$ cat src/rtl/clkgate_pkg.sv
package clkgate_pkg;

    typedef enum logic [2:0] {
        CLS_CPU,
        CLS_CPU_FREE,
        CLS_SDR,
        CLS_SDR_SHR,
        CLS_PCI,
        CLS_FIXED
    } out_cls_e;

    // Bank layout: CPU, SDRAM, PCI, then AGP and fixed-frequency outputs.
    function automatic out_cls_e class_of(input int i, input int n_cpu, input int free_cpu,
                                          input int n_sdr, input int shr_lo, input int n_pci);
        int k;
        if (i < n_cpu) return (i == free_cpu) ? CLS_CPU_FREE : CLS_CPU;
        if (i < n_cpu + n_sdr) begin
            k = i - n_cpu;
            return (k >= shr_lo && k < shr_lo + 4) ? CLS_SDR_SHR : CLS_SDR;
        end
        if (i < n_cpu + n_sdr + n_pci) return CLS_PCI;
        return CLS_FIXED;
    endfunction

endpackage

$ cat src/rtl/clkgate_sync.sv
module clkgate_sync #(
    parameter int W = 4
) (
    input  logic         clk,
    input  logic         rst_n,
    input  logic [W-1:0] async_n,
    output logic [W-1:0] sync_n
);
    typedef struct packed {
        logic [W-1:0] s1;
        logic [W-1:0] s2;
    } sync_t;

    sync_t st_d, st_q;

    always_comb begin
        st_d    = st_q;
        st_d.s1 = async_n;
        st_d.s2 = st_q.s1;
    end

    always_ff @(posedge clk or negedge rst_n) begin
        if (!rst_n) st_q <= '{s1: '1, s2: '1};
        else        st_q <= st_d;
    end

    assign sync_n = st_q.s2;

    // second stage only ever takes the first stage's previous value
    a_r10_two_stage: assert property (@(posedge clk) disable iff (!rst_n)
        $past(rst_n) |-> (st_q.s2 == $past(st_q.s1)));
endmodule

$ cat src/rtl/clkgate_cell.sv
module clkgate_cell (
    input  logic clk,
    input  logic rst_n,
    input  logic lvl,
    input  logic want,
    output logic run,
    output logic gclk
);
    logic run_d, run_q;

    always_comb begin
        run_d = run_q;
        if (!lvl) run_d = want;
    end

    always_ff @(posedge clk or negedge rst_n) begin
        if (!rst_n) run_q <= 1'b0;
        else        run_q <= run_d;
    end

    assign run  = run_q;
    assign gclk = lvl & run_q;

    // gate is frozen while the source clock is high
    a_r9_low_phase_only: assert property (@(posedge clk) disable iff (!rst_n)
        $past(lvl) |-> $stable(run_q));
endmodule

$ cat src/rtl/clkgate_ctrl.sv
module clkgate_ctrl
    import clkgate_pkg::*;
#(
    parameter int N_CPU    = 3,
    parameter int FREE_CPU = 2,
    parameter int N_SDR    = 13,
    parameter int SHR_LO   = 8,
    parameter int N_PCI    = 6,
    parameter int N_AGP    = 2,
    parameter int N_FIX    = 2,
    parameter int NOUT     = N_CPU + N_SDR + N_PCI + N_AGP + N_FIX
) (
    input  logic            clk,
    input  logic            rst_n,
    input  logic            strap_mode,
    input  logic [3:0]      shr_n,
    input  logic [NOUT-1:0] en_bits,
    input  logic            free_stoppable,
    input  logic            tristate,
    input  logic [NOUT-1:0] out_lvl,
    output logic [NOUT-1:0] clk_out,
    output logic [NOUT-1:0] drv_en,
    output logic            shr_is_input
);
    localparam int PD_B  = 0;
    localparam int SDS_B = 1;
    localparam int PCS_B = 2;
    localparam int CPS_B = 3;

    function automatic logic [NOUT-1:0] mask_of(input out_cls_e c);
        logic [NOUT-1:0] m;
        m = '0;
        for (int i = 0; i < NOUT; i++)
            m[i] = (class_of(i, N_CPU, FREE_CPU, N_SDR, SHR_LO, N_PCI) == c);
        return m;
    endfunction

    localparam logic [NOUT-1:0] M_CPU  = mask_of(CLS_CPU);
    localparam logic [NOUT-1:0] M_FREE = mask_of(CLS_CPU_FREE);
    localparam logic [NOUT-1:0] M_SDR  = mask_of(CLS_SDR);
    localparam logic [NOUT-1:0] M_SHR  = mask_of(CLS_SDR_SHR);
    localparam logic [NOUT-1:0] M_PCI  = mask_of(CLS_PCI);

    typedef struct packed {
        logic            latched;
        logic            mode;
        logic [NOUT-1:0] oe;
    } ctrl_t;

    ctrl_t st_d, st_q;
    logic [3:0]      shr_s;
    logic [NOUT-1:0] want, run;
    logic            cpu_stop, sdr_stop, pci_stop, pd_act;

    clkgate_sync #(.W(4)) u_sync (
        .clk    (clk),
        .rst_n  (rst_n),
        .async_n(shr_n),
        .sync_n (shr_s)
    );

    always_comb begin
        // stop pins count only when the strap made them inputs
        cpu_stop = st_q.mode & ~shr_s[CPS_B];
        sdr_stop = st_q.mode & ~shr_s[SDS_B];
        pci_stop = st_q.mode & ~shr_s[PCS_B];
        pd_act   = st_q.mode & ~shr_s[PD_B];

        want = {NOUT{st_q.latched}} & en_bits & ~(
                   (M_CPU  & {NOUT{cpu_stop}})
                 | (M_FREE & {NOUT{cpu_stop & free_stoppable}})
                 | (M_SDR  & {NOUT{sdr_stop}})
                 | (M_SHR  & {NOUT{st_q.mode}})
                 | (M_PCI  & {NOUT{pci_stop}})
                 | {NOUT{pd_act}});

        st_d = st_q;
        if (!st_q.latched) begin
            st_d.latched = 1'b1;
            st_d.mode    = strap_mode;
        end
        st_d.oe = (st_q.latched && !tristate) ? ~(M_SHR & {NOUT{st_q.mode}}) : '0;
    end

    always_ff @(posedge clk or negedge rst_n) begin
        if (!rst_n) st_q <= '{latched: 1'b0, mode: 1'b0, oe: '0};
        else        st_q <= st_d;
    end

    for (genvar g = 0; g < NOUT; g++) begin : g_cell
        clkgate_cell u_cell (
            .clk  (clk),
            .rst_n(rst_n),
            .lvl  (out_lvl[g]),
            .want (want[g]),
            .run  (run[g]),
            .gclk (clk_out[g])
        );

        a_r2_disabled_stops: assert property (@(posedge clk) disable iff (!rst_n)
            $past(!en_bits[g] && !out_lvl[g]) |-> !run[g]);

        a_r7_powerdown_stops: assert property (@(posedge clk) disable iff (!rst_n)
            $past(pd_act && !out_lvl[g]) |-> !run[g]);
    end

    assign drv_en       = st_q.oe;
    assign shr_is_input = st_q.mode;

    a_r4_free_runs: assert property (@(posedge clk) disable iff (!rst_n)
        $past(st_q.latched && !free_stoppable && !pd_act && en_bits[FREE_CPU] && !out_lvl[FREE_CPU])
        |-> run[FREE_CPU]);

    a_r8_tristate_release: assert property (@(posedge clk) disable iff (!rst_n)
        $past(tristate) |-> (drv_en == '0));

    a_r5_shared_not_driven: assert property (@(posedge clk) disable iff (!rst_n)
        shr_is_input |-> ((drv_en & M_SHR) == '0));

    a_r11_strap_held: assert property (@(posedge clk) disable iff (!rst_n)
        (st_q.latched && $past(st_q.latched)) |-> $stable(st_q.mode));
endmodule

$ cat config.mk
export PLATFORM = sky130hd
export DESIGN_NAME = clkgate_ctrl
export DESIGN_NICKNAME = d
export VERILOG_FILES = /design/src/rtl/clkgate_pkg.sv /design/src/rtl/clkgate_sync.sv /design/src/rtl/clkgate_cell.sv /design/src/rtl/clkgate_ctrl.sv
export SDC_FILE = /design/constraint.sdc
export NUM_CORES = 1
export LEC_CHECK = 0
export BUFFER_PORTS_ARGS = -buffer_cell sky130_fd_sc_hd__buf_2
export CORE_MARGIN = 2
export CORE_UTILIZATION = 44
export DETAILED_ROUTE_END_ITERATION = 10
export GPL_ROUTABILITY_DRIVEN = 0
export PLACE_DENSITY = 0.8
export SETUP_SLACK_MARGIN = 0.4
export SYNTH_ARGS = -nofsm -noshare
export SYNTH_HDL_FRONTEND = slang
export SYNTH_HIERARCHICAL = 1
export SYNTH_SLANG_ARGS = --single-unit
$ cat constraint.sdc
create_clock -name clk -period 1.5 [get_ports clk]
set_input_delay 0.15 -clock clk [delete_from_list [all_inputs] [get_ports clk]]
set_output_delay 0.15 -clock clk [all_outputs]
set_load 0.005 [all_outputs]
==> key figures, run 1 <==
Status
  – Status: finished, final reports clean

Drt
  – Remaining DRCs: 0
  – Drt first pass iters: 4
  – Vias per cell: 4.73
  – DRT antenna net count: 0
  – Final WL: 5200 um
  – DRT iter0 DRCs: 35
  – Routed vias: 1627
  – Post-DR wirelength/cell: 15.1 um

Power
  – Comb pwr share: 0.242
  – Switching Share: 0.239
  – Clk network pwr share: 0.322
  – Total power divided by cell area: 836 nW/um^2
  – P_leak: 0.00176 uW
  – Psw: 636 uW
  – Internal cell power: 2030 uW
  – Peak supply drop: 0.664 mV
  – Sequential Power Share: 0.436

Min path
  – Class of the worst hold path: in -> reg

Synth
  – Seq cells post-synth: 38
  – Post-synth top area cell: dfrtp_1
  – Mapped Cells: 160
  – Synth warn: 6
  – Synth area leaders: dfrtp_1, mux2_4, dfstp_2
  – Syn Nets: 221
  – Cell area after synthesis: 2000 sq um
  – Yosys top cell area share: 0.376
  – Mapped Avg Cell Area: 12.5 sq um
  – Seq/Total Area, Yosys: 0.481
  – Yosys cell types: 19

Critical path
  – Critical path fanouts, max: 6
  – Critical-path cell list: a21bo_4 -> and3_4 -> mux2_4
  – Critical path buffer and inverter count: 0
  – Crit path arrival time: 1410 ps
  – CP Capture Type: flop
  – Worst path top cell family by delay: flip-flops
  – WP data required: 1680 ps
  – WS Path Type: reg -> reg
  – CP Launch Type: flop
  – Slowest stage delay, CP: 420 ps
  – CP max-delay cell: dfrtp_2

Global route
  – Tot GR Track Use: 0.193
  – Initial antenna violation count: 0
  – First-pass GRT wire length: 7600 um
  – GR Overflow Total: 0
  – Largest net degree at the start of global routing: 22
  – Vias in the first global route: 1622

Clock network
  – CTS H-Tree Depth: 2
  – Clk sink count: 38
  – Reg clk slew, reported paths: 80 ps
  – Number of CTS-inserted buffers: 5
  – CTS tree: built
  – Clk root buf: clkbuf_8
  – Worst-case clock buffer depth: 2
  – Worst skew pair latency: 290 ps

Cells and area
  – Non-Filler Instances: 344
  – Nets: 352
  – Share of post-route cells with drive strength above 1: 0.808
  – Antenna diodes: 0
  – Filler Cells Inserted: 296
  – Area growth syn-to-layout: 59.5%

Timing
  – Period utilization: 0.824
  – Final Setup Violations: 0
  – RSZ-0062 raised after global routing: true
  – Setup TNS: 0 ps
  – Final setup margin: 264 ps
  – Maximum clock frequency: 809 MHz
  – Final Max Tran Viols: 0
  – Final Hold Vio Count: 0
  – Period minus WS final: 1240 ps
  – Clock skew: 2.27 ps

Floorplanning
  – Die height: 71.4 um
  – # rows: 24
  – Die footprint: 5100 sq um
  – I/O Pins: 114
  – Core Area: 4350 sq um
  – Die width: 71.4 um
  – Starting Density: 0.459

Run
  – # Max-Cap Violations: 0

Place
  – Setup Slack @ Placement: 223 ps
  – PortBufs: 113
  – DP HPWL: 3190 um
  – Dpl cells: 300
final cells by class:
class | instances | area, sq um | area share
flip-flops and latches | 38 | 963 | 0.302
multi-input cells | 95 | 967 | 0.303
well taps | 52 | 65.1 | 0.0204
repair buffers | 151 | 1080 | 0.340
clock buffers | 5 | 68.8 | 0.0216
clock inverters | 3 | 40.0 | 0.0126
sequential cells by signal (all words and copies together), names as in the netlist:
register           cells
drv_en                 2
st_q                   1
u_sync/st_d            4
u_sync/sync_n          4
g_cell.u_cell/run     26
shr_is_input           1
kinds of logic after synthesis:
kind of cell	Yosys count	share of synthesized area
compound gates	3	0.0138
buf+inv	28	0.102
flops	38	0.481
mux	27	0.201
other cells	1	0.00188
simple gates	63	0.200
power groups by stage:
stage | Sequential (uW) | Combinational (uW) | Clock (uW)
2_1_floorplan | 1160 | 248 | 0
3_3_place_gp | 1170 | 403 | 0
3_5_place_dp | 1170 | 414 | 0
4_1_cts | 1160 | 536 | 876
5_1_grt | 1170 | 692 | 928
6_report | 1160 | 644 | 859
stage by stage:
| step | total power [uW] | util | hold slack (ps) | instance area, sq um |
|---|---|---|---|---|
| CTS | 2570 | 0.666 | 9.50 | 2900 |
| finish | 2660 | 0.732 | 19.2 | 3190 |
| global route | 2790 | 0.732 | 7.97 | 3190 |
| global placement | 1570 | 0.567 | 123 | 2470 |
| floorplan | 1410 | - | -146 | 2010 |
| detailed placement | 1580 | 0.567 | 130 | 2470 |
cells in the mapped netlist, drive strengths merged:
cell,instances
clkbuf,1
nand2,6
buf,27
dfstp,8
a21boi,1
and3,15
dfrtp,30
nor2b,3
nand2b,1
and4,1
conb,1
a21bo,2
nor2,6
nand3b,1
mux2,27
and2,30
path summary, 6_finish.rpt:
kind                                startpoint                    end  slack [ps]  cells after the start
worst min-delay path                  tristate             drv_en[23]          20                      2
worst max register to register    shr_is_input  g_cell[15].u_cell/run         260                      3
max in group asynchronous                rst_n         u_sync/st_d[3]         590                      3
worst min register to register  u_sync/st_d[3]       u_sync/sync_n[3]         360                      0
worst max-delay path              shr_is_input  g_cell[15].u_cell/run         260                      3
min in group asynchronous                rst_n   g_cell[7].u_cell/run         350                      2
cell usage in the layout (no fill, tap or decap), types with 4 or more instances in the layout:
master	n
buf_2	83
buf_6	35
dfrtp_1	28
buf_4	27
and2_4	26
mux2_4	26
and3_4	10
dfstp_2	8
nand2_1	6
and3_1	5
clkbuf_8	5
dlygate4sd3_1	5
and2_1	4
repair_timing:
action / in CTS / in global routing
pin swaps: 5 / 3
setup endpoints to repair: 74 / 74
hold buffers: 5 / 0
endpoints found under the hold margin: 21 / 0
gates resized for setup: 50 / 34
gates cloned: 2 / 1
buffers inserted: 13 / 15
layer usage:
metal,share of wire,vias up,track usage
li1,-,761,-
met1,0.38,786,0.219
met2,0.53,74,0.350
met3,0.073,6,0.0591
met4,0.012,0,0.0545
met5,0,-,0
Power figures use the tool's default switching activity.
==> run 2: changes to the inputs <==
--- a/config.mk
+++ b/config.mk
@@ -5,12 +5,13 @@
 export SDC_FILE = /design/constraint.sdc
 export NUM_CORES = 1
 export LEC_CHECK = 0
+export ABC_AREA = 1
 export BUFFER_PORTS_ARGS = -buffer_cell sky130_fd_sc_hd__buf_2
 export CORE_MARGIN = 2
-export CORE_UTILIZATION = 44
+export CORE_UTILIZATION = 39
 export DETAILED_ROUTE_END_ITERATION = 10
 export GPL_ROUTABILITY_DRIVEN = 0
-export PLACE_DENSITY = 0.8
+export PLACE_DENSITY = 0.75
 export SETUP_SLACK_MARGIN = 0.4
 export SYNTH_ARGS = -nofsm -noshare
 export SYNTH_HDL_FRONTEND = slang
==> constraint.sdc (replaced) <==
create_clock -name clk -period 1.1 [get_ports clk]
set_input_delay 0.11 -clock clk [delete_from_list [all_inputs] [get_ports clk]]
set_output_delay 0.11 -clock clk [all_outputs]
set_load 0.005 [all_outputs]
==> run 2 against run 1 <==
Compared with the run above: sequential power up 35%; total power up 25%; clock power up 22%; register-to-register slack worse by 250 ps; flip-flop and latch count unchanged; highest routed layer unchanged; die area up 11%; synthesized cell count up 68%; first-iteration DRC count up 63%; the run now ends with hold timing, setup timing left; critical endpoint is now drv_en[0].
==> key figures, run 2 <==
Status
  – Status: complete, but fails checks
  – Failing checks: hold timing, setup timing

Synth
  – Count leader, synth: nand2_1
  – Syn Nets: 329
  – Synth cell count leaders: nand2_1, inv_1, dfrtp_1
  – EDFF count, synth: 0
  – Seq/Total Area, Yosys: 0.487
  – Yosys cell types: 13
  – Seq cells post-synth: 38
  – Mapped Avg Cell Area: 7.36 sq um
  – Async SR Flop Fraction: 1.00
  – Yosys top cell area share: 0.380
  – Main synth FF type: dfrtp_1
  – Mapped Cells: 268
  – Synth area leaders: dfrtp_1, nand2_1, inv_1
  – Cell area after synthesis: 1970 sq um
  – Synth warn: 6
  – Post-synth top area cell: dfrtp_1

Clock network
  – Clk root buf: clkbuf_8
  – Reg clk slew, reported paths: 80 ps
  – Hold_buf cts: 5
  – Worst-case clock buffer depth: 2
  – Worst skew pair latency: 290 ps
  – CTS tree: built
  – Number of CTS-inserted buffers: 5
  – CTS H-Tree Depth: 2
  – Clk sink count: 38

Drt
  – Routed vias: 1936
  – Remaining DRCs: 0
  – Final WL: 5190 um
  – Vias per cell: 4.25
  – Drt first pass iters: 4
  – DRT antenna net count: 0
  – Post-DR wirelength/cell: 11.4 um
  – DRT iter0 DRCs: 57

Run
  – # Max-Cap Violations: 0

Cells and area
  – Most frequent cells in the layout: buf_2, nand2_1, inv_1, dfrtp_1, nor2_1
  – Area growth syn-to-layout: 51.9%
  – Non-Filler Instances: 456
  – FF/Latch Area: 967 sq um
  – Max FFs per register: 26
  – Filler Cells Inserted: 415
  – Share of post-route cells with drive strength above 1: 0.522
  – Final Cell Area: 3000 sq um
  – Most common cell after layout, fill and taps aside: buf_2
  – Antenna diodes: 0
  – Multi-input logic area: 721 sq um
  – Nets: 449

Floorplanning
  – Starting Density: 0.412
  – Die width: 75.1 um
  – Die footprint: 5640 sq um
  – I/O Pins: 114
  – # rows: 25
  – Core Area: 4790 sq um
  – Die height: 75.1 um

Critical path
  – CP max-delay cell: dfrtp_4
  – Critical path buffer and inverter count: 1
  – WS Path Type: reg -> out
  – CP Launch Type: flop
  – Crit path arrival time: 1000 ps
  – Critical path fanouts, max: 22
  – CP Capture Type: output port
  – Slowest stage delay, CP: 550 ps
  – Worst path top cell family by delay: flip-flops
  – Critical-path cell list: buf_2
  – WP data required: 990 ps

Timing
  – Clock skew: 7.65 ps
  – RSZ-0062 raised after global routing: true
  – Period minus WS final: 1110 ps
  – Final setup margin: -5.00 ps
  – Maximum clock frequency: 905 MHz
  – Final Setup Violations: 22
  – Fin Hold WS: -314 ps
  – Final Hold Vio Count: 30
  – Period utilization: 1.00
  – Final Max Tran Viols: 0

Power
  – Total power: 3320 uW
  – Total power divided by cell area: 1110 nW/um^2
  – P_leak: 0.00201 uW
  – Peak supply drop: 0.766 mV

Global route
  – Largest net degree at the start of global routing: 29
  – Tot GR Track Use: 0.183
  – Vias in the first global route: 1813
  – Initial antenna violation count: 0
  – GR Overflow Total: 0
  – First-pass GRT wire length: 7710 um

Place
  – Dpl cells: 423
  – PortBufs: 113
  – Cell Area, Placed: 2450 sq um
  – DP HPWL: 3440 um

Min path
  – Class of the worst hold path: in -> async
run 2: final timing paths:
check                      cells past startpoint           start  slack, ps                     to
max in group asynchronous                      2           rst_n        900       u_sync/sync_n[3]
min                                            1           rst_n       -310  g_cell[20].u_cell/run
max reg2reg                                    6    shr_is_input         10  g_cell[20].u_cell/run
max                                            1      drv_en[23]         -5              drv_en[0]
min in group clk                               3      strap_mode         40           shr_is_input
min reg2reg                                    0  u_sync/st_d[1]        360       u_sync/sync_n[1]
run 2: metal layers:
| layer | vias to the layer above | global-route usage | share of wire | wire [um] |
|---|---|---|---|---|
| met5 | - | 0 | 0 | 0 |
| met4 | 0 | 0.0487 | 0.0058 | 30 |
| met3 | 6 | 0.0361 | 0.066 | 342 |
| met2 | 86 | 0.353 | 0.54 | 2790 |
| met1 | 876 | 0.203 | 0.39 | 2020 |
| li1 | 968 | - | - | - |
run 2: cell type report:
cell class | instances | area share
sequential | 38 | 0.323
inverter | 62 | 0.0826
clock inverter | 2 | 0.00543
clock buffer | 6 | 0.0275
multi-input combinational | 140 | 0.240
timing repair buffer | 141 | 0.293
tap | 67 | 0.0280
run 2: kinds of logic (layout without fill, tap and decap cells):
| logic type | Yosys count | count (layout) | share of synthesized area |
|---|---|---|---|
| other | 1 | 1 | 0.00190 |
| AND/OR/NAND/NOR | 135 | 135 | 0.260 |
| flip-flops | 38 | 38 | 0.487 |
| AO/OA/AOI/OAI | 3 | 4 | 0.0190 |
| buffers and inverters | 91 | 211 | 0.232 |
run 2: report_power, final:
part	internal (uW)	switching, uW	total [uW]
Clock	516	533	1050
Combinational	350	357	707
Sequential	1510	60.0	1570
Total	2370	950	3320
run 2: per-stage QoR:
| step | utilization | setup WS, ps | setup TNS, ps |
|---|---|---|---|
| after floorplan | - | 115 | 0 |
| after global placement | 0.512 | 53.7 | 0 |
| after detailed placement | 0.512 | 18.7 | 0 |
| after CTS | 0.573 | -20.3 | -393 |
| after global routing | 0.626 | -72.7 | -1820 |
| final | 0.626 | -5.00 | -67.9 |
run 2: what timing repair did:
action                                  in CTS  in global routing
buffers inserted                             6                 11
hold endpoints to repair                    36                 10
endpoints found under the setup margin      82                 82
pin swaps                                   10                 28
cloned                                       3                  0
resized for setup                           26                 55
